`src/rtl/sop_pkg.sv`:
```
package sop_pkg;

   typedef enum logic {
      MC_COMB = 1'b0,
      MC_REG  = 1'b1
   } mc_mode_e;

   function automatic int cfg_bits(int n_in, int n_terms, int n_out);
      return n_terms * 2 * n_in + n_terms + n_out;
   endfunction

endpackage

```
`src/rtl/sop_cfg_loader.sv`:
```
module sop_cfg_loader #(
   parameter int CFG_BITS = 148
) (
   input  logic                clk,
   input  logic                rst,
   input  logic                ld_en,
   input  logic                ld_bit,
   output logic [CFG_BITS-1:0] cfg_q,
   output logic                ld_done
);
   localparam int CNT_W = (CFG_BITS > 1) ? $clog2(CFG_BITS) : 1;
   localparam int LAST  = CFG_BITS - 1;

   logic [CFG_BITS-2:0] shadow;
   logic [CNT_W-1:0]    cnt;

   generate
      if (CFG_BITS < 2) begin : g_bad_len
         $error("sop_cfg_loader: CFG_BITS must be at least 2");
      end
   endgenerate

   always_ff @(posedge clk) begin
      if (rst) begin
         shadow  <= '0;
         cnt     <= '0;
         cfg_q   <= '0;
         ld_done <= 1'b0;
      end else begin
         ld_done <= 1'b0;
         if (ld_en) begin
            shadow <= {shadow[CFG_BITS-3:0], ld_bit};
            if (cnt == CNT_W'(LAST)) begin
               cfg_q   <= {shadow, ld_bit};
               cnt     <= '0;
               ld_done <= 1'b1;
            end else begin
               cnt <= cnt + 1'b1;
            end
         end
      end
   end

   // done pulse only follows an accepted load bit
   assert_done_after_bit_R7: assert property (@(posedge clk) disable iff (rst)
      ld_done |-> $past(ld_en));

   // done is a single-cycle pulse
   assert_done_single_R7: assert property (@(posedge clk) disable iff (rst)
      ld_done |=> !ld_done);

   // bit count stays inside one frame
   assert_cnt_range_R7: assert property (@(posedge clk) disable iff (rst)
      cnt <= CNT_W'(LAST));

   // active configuration only moves when a frame completes
   assert_cfg_hold_R8: assert property (@(posedge clk) disable iff (rst)
      ($past(!rst) && !ld_done) |-> $stable(cfg_q));

endmodule

```
`src/rtl/sop_and_plane.sv`:
```
module sop_and_plane #(
   parameter int N_IN    = 4,
   parameter int N_TERMS = 16
) (
   input  logic [N_IN-1:0]              din,
   input  logic [N_TERMS*2*N_IN-1:0]    conn,
   input  logic [N_TERMS-1:0]           term_en,
   output logic [N_TERMS-1:0]           terms
);
   localparam int N_LINES = 2 * N_IN;

   logic [N_LINES-1:0] lines;

   generate
      for (genvar i = 0; i < N_IN; i++) begin : g_line
         assign lines[2*i]   = din[i];
         assign lines[2*i+1] = ~din[i];
      end

      for (genvar t = 0; t < N_TERMS; t++) begin : g_term
         logic [N_LINES-1:0] pass;
         assign pass     = lines | ~conn[t*N_LINES +: N_LINES];
         assign terms[t] = term_en[t] & (&pass);
      end
   endgenerate

endmodule

```
`src/rtl/sop_macrocell.sv`:
```
module sop_macrocell
   import sop_pkg::*;
#(
   parameter int GROUP = 4
) (
   input  logic             clk,
   input  logic             rst,
   input  logic [GROUP-1:0] grp,
   input  mc_mode_e         mode,
   input  logic             oe,
   output logic             q,
   output logic             vld
);
   logic sum;
   logic ff;

   assign sum = |grp;

   always_ff @(posedge clk) begin
      if (rst) ff <= 1'b0;
      else     ff <= sum;
   end

   always_comb begin
      vld = oe;
      if (!oe)                 q = 1'b0;
      else if (mode == MC_REG) q = ff;
      else                     q = sum;
   end

   // flip-flop is cleared on the edge after reset
   assert_rst_clear_R9: assert property (@(posedge clk) disable iff (rst)
      $past(rst) |-> (ff == 1'b0));

   // an undriven output reads 0
   assert_hidden_zero_R10: assert property (@(posedge clk) disable iff (rst)
      !vld |-> !q);

endmodule

```
`src/rtl/sop_array_emu.sv`:
```
module sop_array_emu
   import sop_pkg::*;
#(
   parameter int N_IN    = 4,
   parameter int N_TERMS = 16,
   parameter int N_OUT   = 4
) (
   input  logic             clk,
   input  logic             rst,
   input  logic [N_IN-1:0]  din,
   input  logic             oe,
   input  logic             ld_en,
   input  logic             ld_bit,
   output logic             ld_done,
   output logic [N_OUT-1:0] dout,
   output logic [N_OUT-1:0] dout_vld
);
   localparam int N_LINES   = 2 * N_IN;
   localparam int GROUP     = N_TERMS / N_OUT;
   localparam int CONN_BITS = N_TERMS * N_LINES;
   localparam int CFG_BITS  = cfg_bits(N_IN, N_TERMS, N_OUT);

   generate
      if (N_IN < 1 || N_OUT < 1) begin : g_bad_dims
         $error("sop_array_emu: need at least one input and one output");
      end
      if (N_TERMS % N_OUT != 0) begin : g_bad_group
         $error("sop_array_emu: N_TERMS must be a multiple of N_OUT");
      end
   endgenerate

   logic [CFG_BITS-1:0]  cfg;
   logic [N_OUT-1:0]     reg_sel;
   logic [N_TERMS-1:0]   term_en;
   logic [CONN_BITS-1:0] conn;
   logic [N_TERMS-1:0]   terms;

   assign reg_sel = cfg[N_OUT-1:0];
   assign term_en = cfg[N_OUT +: N_TERMS];
   assign conn    = cfg[N_OUT+N_TERMS +: CONN_BITS];

   sop_cfg_loader #(
      .CFG_BITS (CFG_BITS)
   ) u_loader (
      .clk     (clk),
      .rst     (rst),
      .ld_en   (ld_en),
      .ld_bit  (ld_bit),
      .cfg_q   (cfg),
      .ld_done (ld_done)
   );

   sop_and_plane #(
      .N_IN    (N_IN),
      .N_TERMS (N_TERMS)
   ) u_plane (
      .din     (din),
      .conn    (conn),
      .term_en (term_en),
      .terms   (terms)
   );

   generate
      for (genvar o = 0; o < N_OUT; o++) begin : g_out
         mc_mode_e mode;
         assign mode = mc_mode_e'(reg_sel[o]);

         sop_macrocell #(
            .GROUP (GROUP)
         ) u_cell (
            .clk  (clk),
            .rst  (rst),
            .grp  (terms[o*GROUP +: GROUP]),
            .mode (mode),
            .oe   (oe),
            .q    (dout[o]),
            .vld  (dout_vld[o])
         );

         // combinational cell tracks its product group directly
         assert_comb_path_R5: assert property (@(posedge clk) disable iff (rst)
            (mode == MC_COMB && oe) |-> (dout[o] == (|terms[o*GROUP +: GROUP])));
      end
   endgenerate

endmodule

```
`config.mk`:
```
export PLATFORM = sky130hd
export DESIGN_NAME = sop_array_emu
export DESIGN_NICKNAME = d
export VERILOG_FILES = /design/src/rtl/sop_pkg.sv /design/src/rtl/sop_cfg_loader.sv /design/src/rtl/sop_and_plane.sv /design/src/rtl/sop_macrocell.sv /design/src/rtl/sop_array_emu.sv
export SDC_FILE = /design/constraint.sdc
export NUM_CORES = 1
export LEC_CHECK = 0
export BUFFER_PORTS_ARGS = -buffer_cell sky130_fd_sc_hd__buf_2
export CAP_MARGIN = 10
export CORE_MARGIN = 2
export CORE_UTILIZATION = 60
export DETAILED_ROUTE_END_ITERATION = 6
export GPL_ROUTABILITY_DRIVEN = 0
export PLACE_DENSITY = 0.77
export SYNTH_ARGS = -nofsm -noshare
export SYNTH_HDL_FRONTEND = slang
export SYNTH_SLANG_ARGS = --single-unit
```
`constraint.sdc`:
```
create_clock -name clk -period 4.7 [get_ports clk]
set_clock_uncertainty 0.15 [all_clocks]
set_input_delay 1.175 -clock clk [delete_from_list [all_inputs] [get_ports clk]]
set_output_delay 1.175 -clock clk [all_outputs]
set_load 0.05 [all_outputs]
```
==> results.py, run 1 <==
metrics = {
    "grt": {
        "grt_pass1_vias": 6730,
        "antenna_found_initial": 0,
        "grt_first_pass_wirelength_um": 34700,
        "grt_start_max_net_pins": 149,
        "grtUsageTotal_pct": 21.2,
        "congestion_overflow_gr": 0,
    },
    "setup_path": {
        "rr_startpoint": "u_loader.cnt[2]",
        "crit_path_start_kind": "primary input",
        "cp_data_arrival_time_ps": 2830,
        "worst-endpoint-required_ps": 3380,
        "critical_path_peak_fanout": 8,
        "cp-end-kind": "output pin",
        "worst_r2r_endpoint": "u_loader.cfg_q[23]",
        "worstSetupPathType": "in -> out",
        "reg2reg_slack_ps": 1940,
        "worst-r2r-cell-count": 5,
    },
    "power": {
        "max-vdd-ir-drop_mv": 0.370,
        "leakagePower_nw": 5.08,
        "power_per_cell_area_mw_per_mm2": 419,
    },
    "sta": {
        "period_needed_ps": 4160,
        "worst_case_headroom_to_the_max_slew_limit_pct": 35.6,
        "period_share_pct": 88.5,
        "final-hold-violation-count": 0,
        "report.final.setup_viol": 0,
        "fmaxAchievable_mhz": 240,
        "grt_setup_unrepaired": "false",
        "timing_worst_slew_pin_value_ps": 966,
        "aggregate_negative_setup_slack_ps": 0,
        "final_count_of_pins_violating_max_slew": 0,
    },
    "routing": {
        "wire_per_inst_um": 17.2,
        "drt_iter0_markers": 498,
        "routed-via-count": 6974,
        "route.detailed.drc": 0,
        "viasPerCell": 5.80,
        "ant_nets": 0,
        "routed_wl_um": 20700,
        "dr.pass1.iters": 6,
    },
    "clock_network": {
        "clkSlewWorstSetupHoldPaths_ps": 60,
        "ctsRootBufferMaster": "clkbuf_16",
        "clkLatencyLatePin_ps": 550,
        "cts_buffers": 30,
        "tritoncts": "built",
        "postCtsResizedCells": 0,
        "ctsHtreeMaxLevel": 1,
        "post-cts-setup-buffers": 0,
        "clockBufferDepth": 3,
        "cts-hold-fix-buffers": 0,
        "numClockSinks": 308,
    },
    "yosys": {
        "yosys-top-cells-area": "dfxtp_1, mux2i_1, a22o_1",
        "post-synth-top-area-fraction_pct": 56.0,
        "synth.ff_latch_count": 308,
        "ys.warnings.count": 0,
        "yosys.area_share.simple_pct": 7.55,
        "post_synth_fa_ha_maj_area_fraction_pct": 0.114,
        "synthXorXnorAreaFrac_pct": 0.556,
        "synth_nets": 982,
        "synth-compound-area-share_pct": 12.8,
        "post_synth_mux_area_share_pct": 19.3,
        "synth.cell_area_mm2": 0.0110,
        "synth.yosys.seq_area_share_pct": 56.0,
        "main_combinational_cell_family_by_area_after_synthesis": "multiplexers",
        "syn_area_per_cell_um2": 11.3,
        "synthesized_netlist_cell_count": 972,
        "synth_top_cell_by_area": "dfxtp_1",
        "synth.lib_cells_used.distinct": 28,
    },
    "hold_path": {
        "holdPathEnd": "u_loader.cfg_q[85]",
        "min_delay_path_depth": 1,
        "worst_hold_path_type": "reg -> reg",
        "worst_hold_startpoint": "u_loader.cfg_q[85]",
    },
    "floorplan": {
        "effective_utilization_at_floorplan_pct": 61.3,
        "rows": 49,
        "die_height_um": 140,
        "ios": 18,
        "dieArea_mm2": 0.0195,
        "die_w_um": 140,
        "core_area_mm2": 0.0180,
    },
    "run": {
        "cap_viol_max_count": 0,
    },
    "finish": {
        "synthToLayoutAreaGrowth_pct": 10.0,
        "most-common-layout-cells": "dfxtp_1, mux2i_1, nor2_1",
        "nNetsFinal": 962,
        "fraction_of_final_layout_cells_with_drive_strength_greater_than_1_pct": 8.02,
        "leading_cell_type_in_the_layout_fill_and_taps_excluded": "dfxtp_1",
        "insertedDiodeCount": 0,
        "final_cells": 1202,
    },
    "outcome": {
        "run_status": "complete, no violations",
    },
    "place": {
        "detailed_place_hpwl_um": 12200,
        "placement.io_buffers": 17,
        "dp.cells": 1149,
    },
}
==> worst max-delay path: stages <==
cell and delay [ps]:
buf_2 270, buf_4 280, mux2i_1 200, and3_1 170, nand3_1 110, a41oi_1 300, buf_2 320
==> sequential cells by signal, indices dropped and copies added (netlist names) <==
register	count
u_loader.cfg_q	148
u_loader.shadow	147
u_loader.cnt	8
g_out.u_cell.ff	4
u_loader.ld_done	1
==> metal layers <==
layer  routed length [um]  GRT usage, %  share of wire (%)  vias up
li1                     -             -                  -     3438
met1                10400          31.7                 50     3400
met2                 9020          32.1                 44      107
met3                  824          3.37                4.0       29
met4                  393          5.26                1.9        0
met5                    0             0                  0        -
==> per-stage QoR <==
stage                     util, %  cell area, um2  worst slack (ps)  power, mW  hold WS [ps]
final                        67.5           12100               541       5.08           327
after global routing         67.5           12100               476       5.22           337
after CTS                    67.5           12100               539       5.11           331
after detailed placement     62.2           11200               551       2.84           316
after global placement       62.2           11200               547       2.83           306
after floorplan                 -           11000               535       2.80           292
==> cells in the mapped netlist (all sizes together) <==
master  instances
nor2          158
a31oi           4
o21ai           4
clkbuf         26
ha              1
mux2i         212
xnor2           4
nor3            1
nand2b          1
and3            8
a22oi           4
nor2b           1
nand4           2
buf            57
xor2            3
nand2           4
a22o          148
and4            8
inv             4
or4b            2
nand3           8
a41oi           4
dfxtp         308
==> where the power goes <==
part	leakage, nW	total, mW	internal, mW	switching, mW
Clock	0.473	2.30	1.35	0.950
Combinational	2.13	0.162	0.0536	0.108
Sequential	2.48	2.62	2.61	0.00289
Total	5.08	5.08	4.02	1.06
==> cells by family after synthesis <==
kind of cell,Yosys count
flops,308
mux,212
simple gates,193
compound gates,164
buf+inv,87
xor+xnor,7
fa+ha+maj,1
==> layout make-up <==
class,instances,area (um2)
Timing Repair Buffer,31,264
Clock buffer,46,892
Multi-Input combinational cell,577,4440
Tap cell,229,287
Fill cell,1322,5840
Sequential cell,308,6170
Inverter,4,15.0
Clock inverter,7,60.1
==> worst max-delay path by stage <==
| stage | startpoint | endpoint | slack (ps) | cells past startpoint |
|---|---|---|---|---|
| after floorplan | din[3] | dout[0] | 530 | 7 |
| after global placement | din[3] | dout[0] | 550 | 7 |
| after detailed placement | din[3] | dout[0] | 550 | 7 |
| after CTS | din[3] | dout[0] | 540 | 7 |
| after global routing | din[3] | dout[0] | 480 | 7 |
| final | din[3] | dout[0] | 540 | 7 |
Note: power is estimated with default switching activity, not from simulation.
==> run 2, diff against run 1 <==
CTS_BUF_LIST = sky130_fd_sc_hd__clkbuf_4 sky130_fd_sc_hd__clkbuf_8   (was unset)
==> run 2 against run 1 <==
Critical path depth is the same. Die area is the same. Worst hold slack lost 1.6 ps. Design area grew 0.70%. Wire length grew 0.29%. Critical path type unchanged. Highest routed layer unchanged.
==> results.py, run 2 (synthesis gave the netlist of run 1 again) <==
metrics = {
    "setup_path": {
        "worstSetupPathType": "in -> out",
        "reg2reg_slack_ps": 1940,
        "cp-end-kind": "output pin",
        "cp_data_arrival_time_ps": 2830,
        "crit_path_start_kind": "primary input",
        "worst-endpoint-required_ps": 3380,
        "critical_path_peak_fanout": 8,
    },
    "floorplan": {
        "core_area_mm2": 0.0180,
        "effective_utilization_at_floorplan_pct": 61.3,
        "die_height_um": 140,
        "rows": 49,
        "die_w_um": 140,
        "ios": 18,
        "dieArea_mm2": 0.0195,
    },
    "routing": {
        "drt-met1-wl_um": 10700,
        "dr.pass1.iters": 4,
        "wire_per_inst_um": 16.8,
        "routed_wl_um": 20700,
        "route.detailed.drc": 0,
        "routed-wl-met2_um": 8940,
        "dr.max_layer_used": "met4",
        "drt_iter0_markers": 465,
        "viasPerCell": 5.72,
        "ant_nets": 0,
        "route.met3.wl_um": 724,
        "routed-via-count": 7051,
    },
    "power": {
        "leakagePower_nw": 5.17,
        "power_frac_seq_pct": 51.1,
        "power_switching_mw": 1.08,
        "p_comb_share_pct": 3.2,
        "clock_power_share_pct": 45.7,
        "max-vdd-ir-drop_mv": 0.346,
        "sw_frac_of_total_pct": 21.1,
        "intPower_mw": 4.04,
        "power_per_cell_area_mw_per_mm2": 419,
    },
    "clock_network": {
        "ctsHtreeMaxLevel": 2,
        "clkSlewWorstSetupHoldPaths_ps": 60,
        "postCtsResizedCells": 0,
        "numClockSinks": 308,
        "cts-hold-fix-buffers": 0,
        "ctsRootBufferMaster": "clkbuf_8",
        "cts_buffers": 47,
        "clockBufferDepth": 3,
        "tritoncts": "built",
        "clkLatencyLatePin_ps": 560,
        "post-cts-setup-buffers": 0,
    },
    "sta": {
        "timing_worst_slew_pin_value_ps": 940,
        "period_needed_ps": 4150,
        "final_count_of_pins_violating_max_slew": 0,
        "final-hold-violation-count": 0,
        "report.final.setup_viol": 0,
        "aggregate_negative_setup_slack_ps": 0,
        "grt_setup_unrepaired": "false",
        "fmaxAchievable_mhz": 241,
        "worst_case_headroom_to_the_max_slew_limit_pct": 37.3,
        "period_share_pct": 88.3,
    },
    "grt": {
        "grt_pass1_vias": 6912,
        "grt_start_max_net_pins": 149,
        "congestion_overflow_gr": 0,
        "grt_first_pass_wirelength_um": 34700,
        "grtUsageTotal_pct": 21.3,
        "antenna_found_initial": 0,
    },
    "finish": {
        "most_flop_heavy_register": "u_loader.cfg_q",
        "nNetsFinal": 979,
        "layout_top_registers": "u_loader.cfg_q x148, u_loader.shadow x147, u_loader.cnt x8",
        "leading_cell_type_in_the_layout_fill_and_taps_excluded": "dfxtp_1",
        "synthToLayoutAreaGrowth_pct": 10.8,
        "most-common-layout-cells": "dfxtp_1, mux2i_1, nor2_1",
        "insertedDiodeCount": 0,
        "largest_register_ffs": 148,
        "total_area_of_multi_input_combinational_cells_mm2": 0.00444,
        "fraction_of_final_layout_cells_with_drive_strength_greater_than_1_pct": 11.8,
        "design_area_mm2": 0.0122,
        "final.fill_count": 1338,
        "seqCellArea_mm2": 0.00617,
        "layout.core_utilization_pct": 68.0,
        "final_cells": 1233,
    },
    "place": {
        "placed_area_mm2": 0.0112,
        "detailed_place_hpwl_um": 12200,
        "dp.cells": 1149,
        "placement.io_buffers": 17,
    },
    "run": {
        "cap_viol_max_count": 0,
    },
    "outcome": {
        "run_status": "complete, no violations",
    },
    "hold_path": {
        "worst_hold_path_type": "reg -> reg",
    },
}
## run 2: cell count changes in the layout (fill, tap and decap cells not counted), sizes merged
| cell | delta |
|---|---|
| clkinv | -2 |
| clkbuf | +33 |
## run 2: path summary, 6_finish.rpt
path | startpoint | endpoint | depth (start not counted)
max reg2reg | u_loader.cnt[2] | u_loader.cfg_q[5] | 5
min reg2reg | u_loader.cfg_q[52] | u_loader.cfg_q[52] | 1
min | u_loader.cfg_q[52] | u_loader.cfg_q[52] | 1
max | din[3] | dout[0] | 7
## run 2: metrics by stage
step / hold WS [ps] / power, mW / setup slack [ps]
after floorplan: 292 / 2.80 / 535
after global placement: 306 / 2.83 / 547
after detailed placement: 316 / 2.84 / 551
after CTS: 332 / 5.16 / 539
after global routing: 336 / 5.29 / 482
final: 326 / 5.12 / 550
## run 2: worst max-delay path: stages
cell     delay (ps)
buf_2           260
buf_4           280
mux2i_1         200
and3_1          160
nand3_1         120
a41oi_1         300
buf_2           320
## run 2: cell type report
type / count / share of cell area [%]
clock buffer: 79 / 8.09
multi-input combinational: 577 / 36.4
timing repair buffer: 31 / 2.16
inverter: 4 / 0.123
sequential: 308 / 50.5
clock inverter: 5 / 0.410
tap: 229 / 2.35
## run 2: power groups by stage
stage               Sequential [mW]  Combinational (mW)  Clock (mW)
floorplan                      2.67               0.130           0
global route                   2.61               0.172        2.50
CTS                            2.62               0.162        2.38
finish                         2.62               0.161        2.34
detailed placement             2.67               0.162           0
global placement               2.67               0.160           0
## run 2: routing by layer
metal	GRT usage, %	up-vias
met5	0	-
met4	6.96	0
met3	3.79	35
met2	31.7	123
met1	31.4	3415
li1	-	3478
==> run 3, diff against run 2 <==
clock period = 5 ns   (was 4.7 ns; I/O delays follow)
==> run 3 against run 2 <==
Total power shrank 9.5%. Via count decreased by 1.4%. Die area unchanged. Worst hold slack worse by 7.2 ps. Clock power shrank 14%. Flip-flop and latch count unchanged. Largest power group unchanged. Highest routed layer unchanged.
==> results.py, run 3 (synthesis gave the netlist of run 1 again) <==
metrics = {
    "setup_path": {
        "cp_data_arrival_time_ps": 2980,
        "worst-endpoint-required_ps": 3600,
        "worstSetupPathType": "in -> out",
        "crit_path_start_kind": "primary input",
        "critical_path_peak_fanout": 10,
        "cp-end-kind": "output pin",
        "worst-r2r-cell-count": 5,
    },
    "place": {
        "dp.cells": 1146,
        "placement.io_buffers": 17,
        "placement.setup.worst_slack_ps": 589,
        "detailed_place_hpwl_um": 11400,
        "placed_area_mm2": 0.0111,
    },
    "power": {
        "overall_power_consumption_mw": 4.63,
        "max-vdd-ir-drop_mv": 0.272,
        "leakagePower_nw": 5.08,
        "power_per_cell_area_mw_per_mm2": 384,
    },
    "finish": {
        "leading_cell_type_in_the_layout_fill_and_taps_excluded": "dfxtp_1",
        "fraction_of_final_layout_cells_with_drive_strength_greater_than_1_pct": 10.9,
        "most-common-layout-cells": "dfxtp_1, mux2i_1, nor2_1",
        "synthToLayoutAreaGrowth_pct": 9.30,
        "layout_top_registers": "u_loader.cfg_q x148, u_loader.shadow x147, u_loader.cnt x8",
        "nNetsFinal": 977,
        "design_area_mm2": 0.0120,
        "largest_register_ffs": 148,
        "final.fill_count": 1360,
        "layout.core_utilization_pct": 67.0,
        "insertedDiodeCount": 0,
        "most_flop_heavy_register": "u_loader.cfg_q",
        "final_cells": 1223,
    },
    "routing": {
        "dr.pass1.iters": 5,
        "routed_wl_um": 20200,
        "routed-via-count": 6949,
        "route.detailed.drc": 0,
        "drt_iter0_markers": 413,
        "ant_nets": 0,
        "viasPerCell": 5.68,
        "wire_per_inst_um": 16.5,
    },
    "sta": {
        "grt_setup_unrepaired": "false",
        "final_count_of_pins_violating_max_slew": 0,
        "period_needed_ps": 4380,
        "fin_worst_hold_slack_ps": 319,
        "timing_worst_slew_pin_value_ps": 967,
        "aggregate_negative_setup_slack_ps": 0,
        "period_share_pct": 87.7,
        "post-route-worst-setup-slack_ps": 616,
        "report.final.setup_viol": 0,
        "worst_case_headroom_to_the_max_slew_limit_pct": 35.5,
        "final-hold-violation-count": 0,
        "fmaxAchievable_mhz": 228,
    },
    "clock_network": {
        "tritoncts": "built",
        "cts_buffers": 48,
        "postCtsResizedCells": 0,
        "ctsHtreeMaxLevel": 2,
        "clkSlewWorstSetupHoldPaths_ps": 60,
        "post-cts-setup-buffers": 0,
        "numClockSinks": 308,
        "clockBufferDepth": 3,
        "cts-hold-fix-buffers": 0,
        "ctsRootBufferMaster": "clkbuf_8",
        "clkLatencyLatePin_ps": 540,
    },
    "grt": {
        "antenna_found_initial": 0,
        "grtUsageTotal_pct": 20.6,
        "grt_pass1_vias": 6702,
        "congestion_overflow_gr": 0,
        "grt_first_pass_wirelength_um": 33600,
        "grt_start_max_net_pins": 150,
    },
    "floorplan": {
        "rows": 49,
        "core_area_mm2": 0.0180,
        "ios": 18,
        "die_w_um": 140,
        "effective_utilization_at_floorplan_pct": 61.3,
        "die_height_um": 140,
        "dieArea_mm2": 0.0195,
    },
    "run": {
        "cap_viol_max_count": 0,
    },
    "hold_path": {
        "min_delay_path_depth": 1,
        "worst_hold_path_type": "reg -> reg",
    },
    "outcome": {
        "run_status": "complete, no violations",
    },
}
-- run 3: cell count changes in the layout (fill, tap and decap cells not counted) --
cell and delta:
buf_4 -1, buf_12 -2, bufinv_16 -1, clkinv_2 -3, clkbuf_4 +5, clkbuf_8 -8
-- run 3: layout make-up --
type	count	area (um2)	share of cell area (%)
Sequential cell	308	6170	51.2
Clock inverter	1	5.00	0.0416
Inverter	4	15.0	0.125
Timing Repair Buffer	28	216	1.80
Clock buffer	76	915	7.59
Tap cell	229	287	2.38
Multi-Input combinational cell	577	4440	36.9
-- run 3: power by group --
group / total [mW] / switching (mW) / internal [mW]
clock network: 2.02 / 0.877 / 1.14
registers: 2.46 / 0.00256 / 2.46
logic: 0.149 / 0.100 / 0.0492
-- run 3: final timing paths --
kind                            slack, ps             endpoint                  from
worst max-delay path                  620              dout[2]                din[3]
worst min register to register        320  u_loader.cfg_q[147]  u_loader.shadow[146]
worst min-delay path                  320  u_loader.cfg_q[147]  u_loader.shadow[146]
worst max register to register       2400   u_loader.cfg_q[31]       u_loader.cnt[2]
-- run 3: layer usage --
layer	global-route usage [%]	routed length [um]	part of all wire (%)
met1	29.6	10200	50
met5	0	0	0
met2	31.0	8920	44
met4	6.70	361	1.8
met3	4.58	714	3.5
-- run 3: critical path: stages --
cell     delay (ps)
buf_2           340
buf_4           250
mux2i_1         170
and4_1          200
a22oi_1         130
a41oi_1         310
buf_2           330
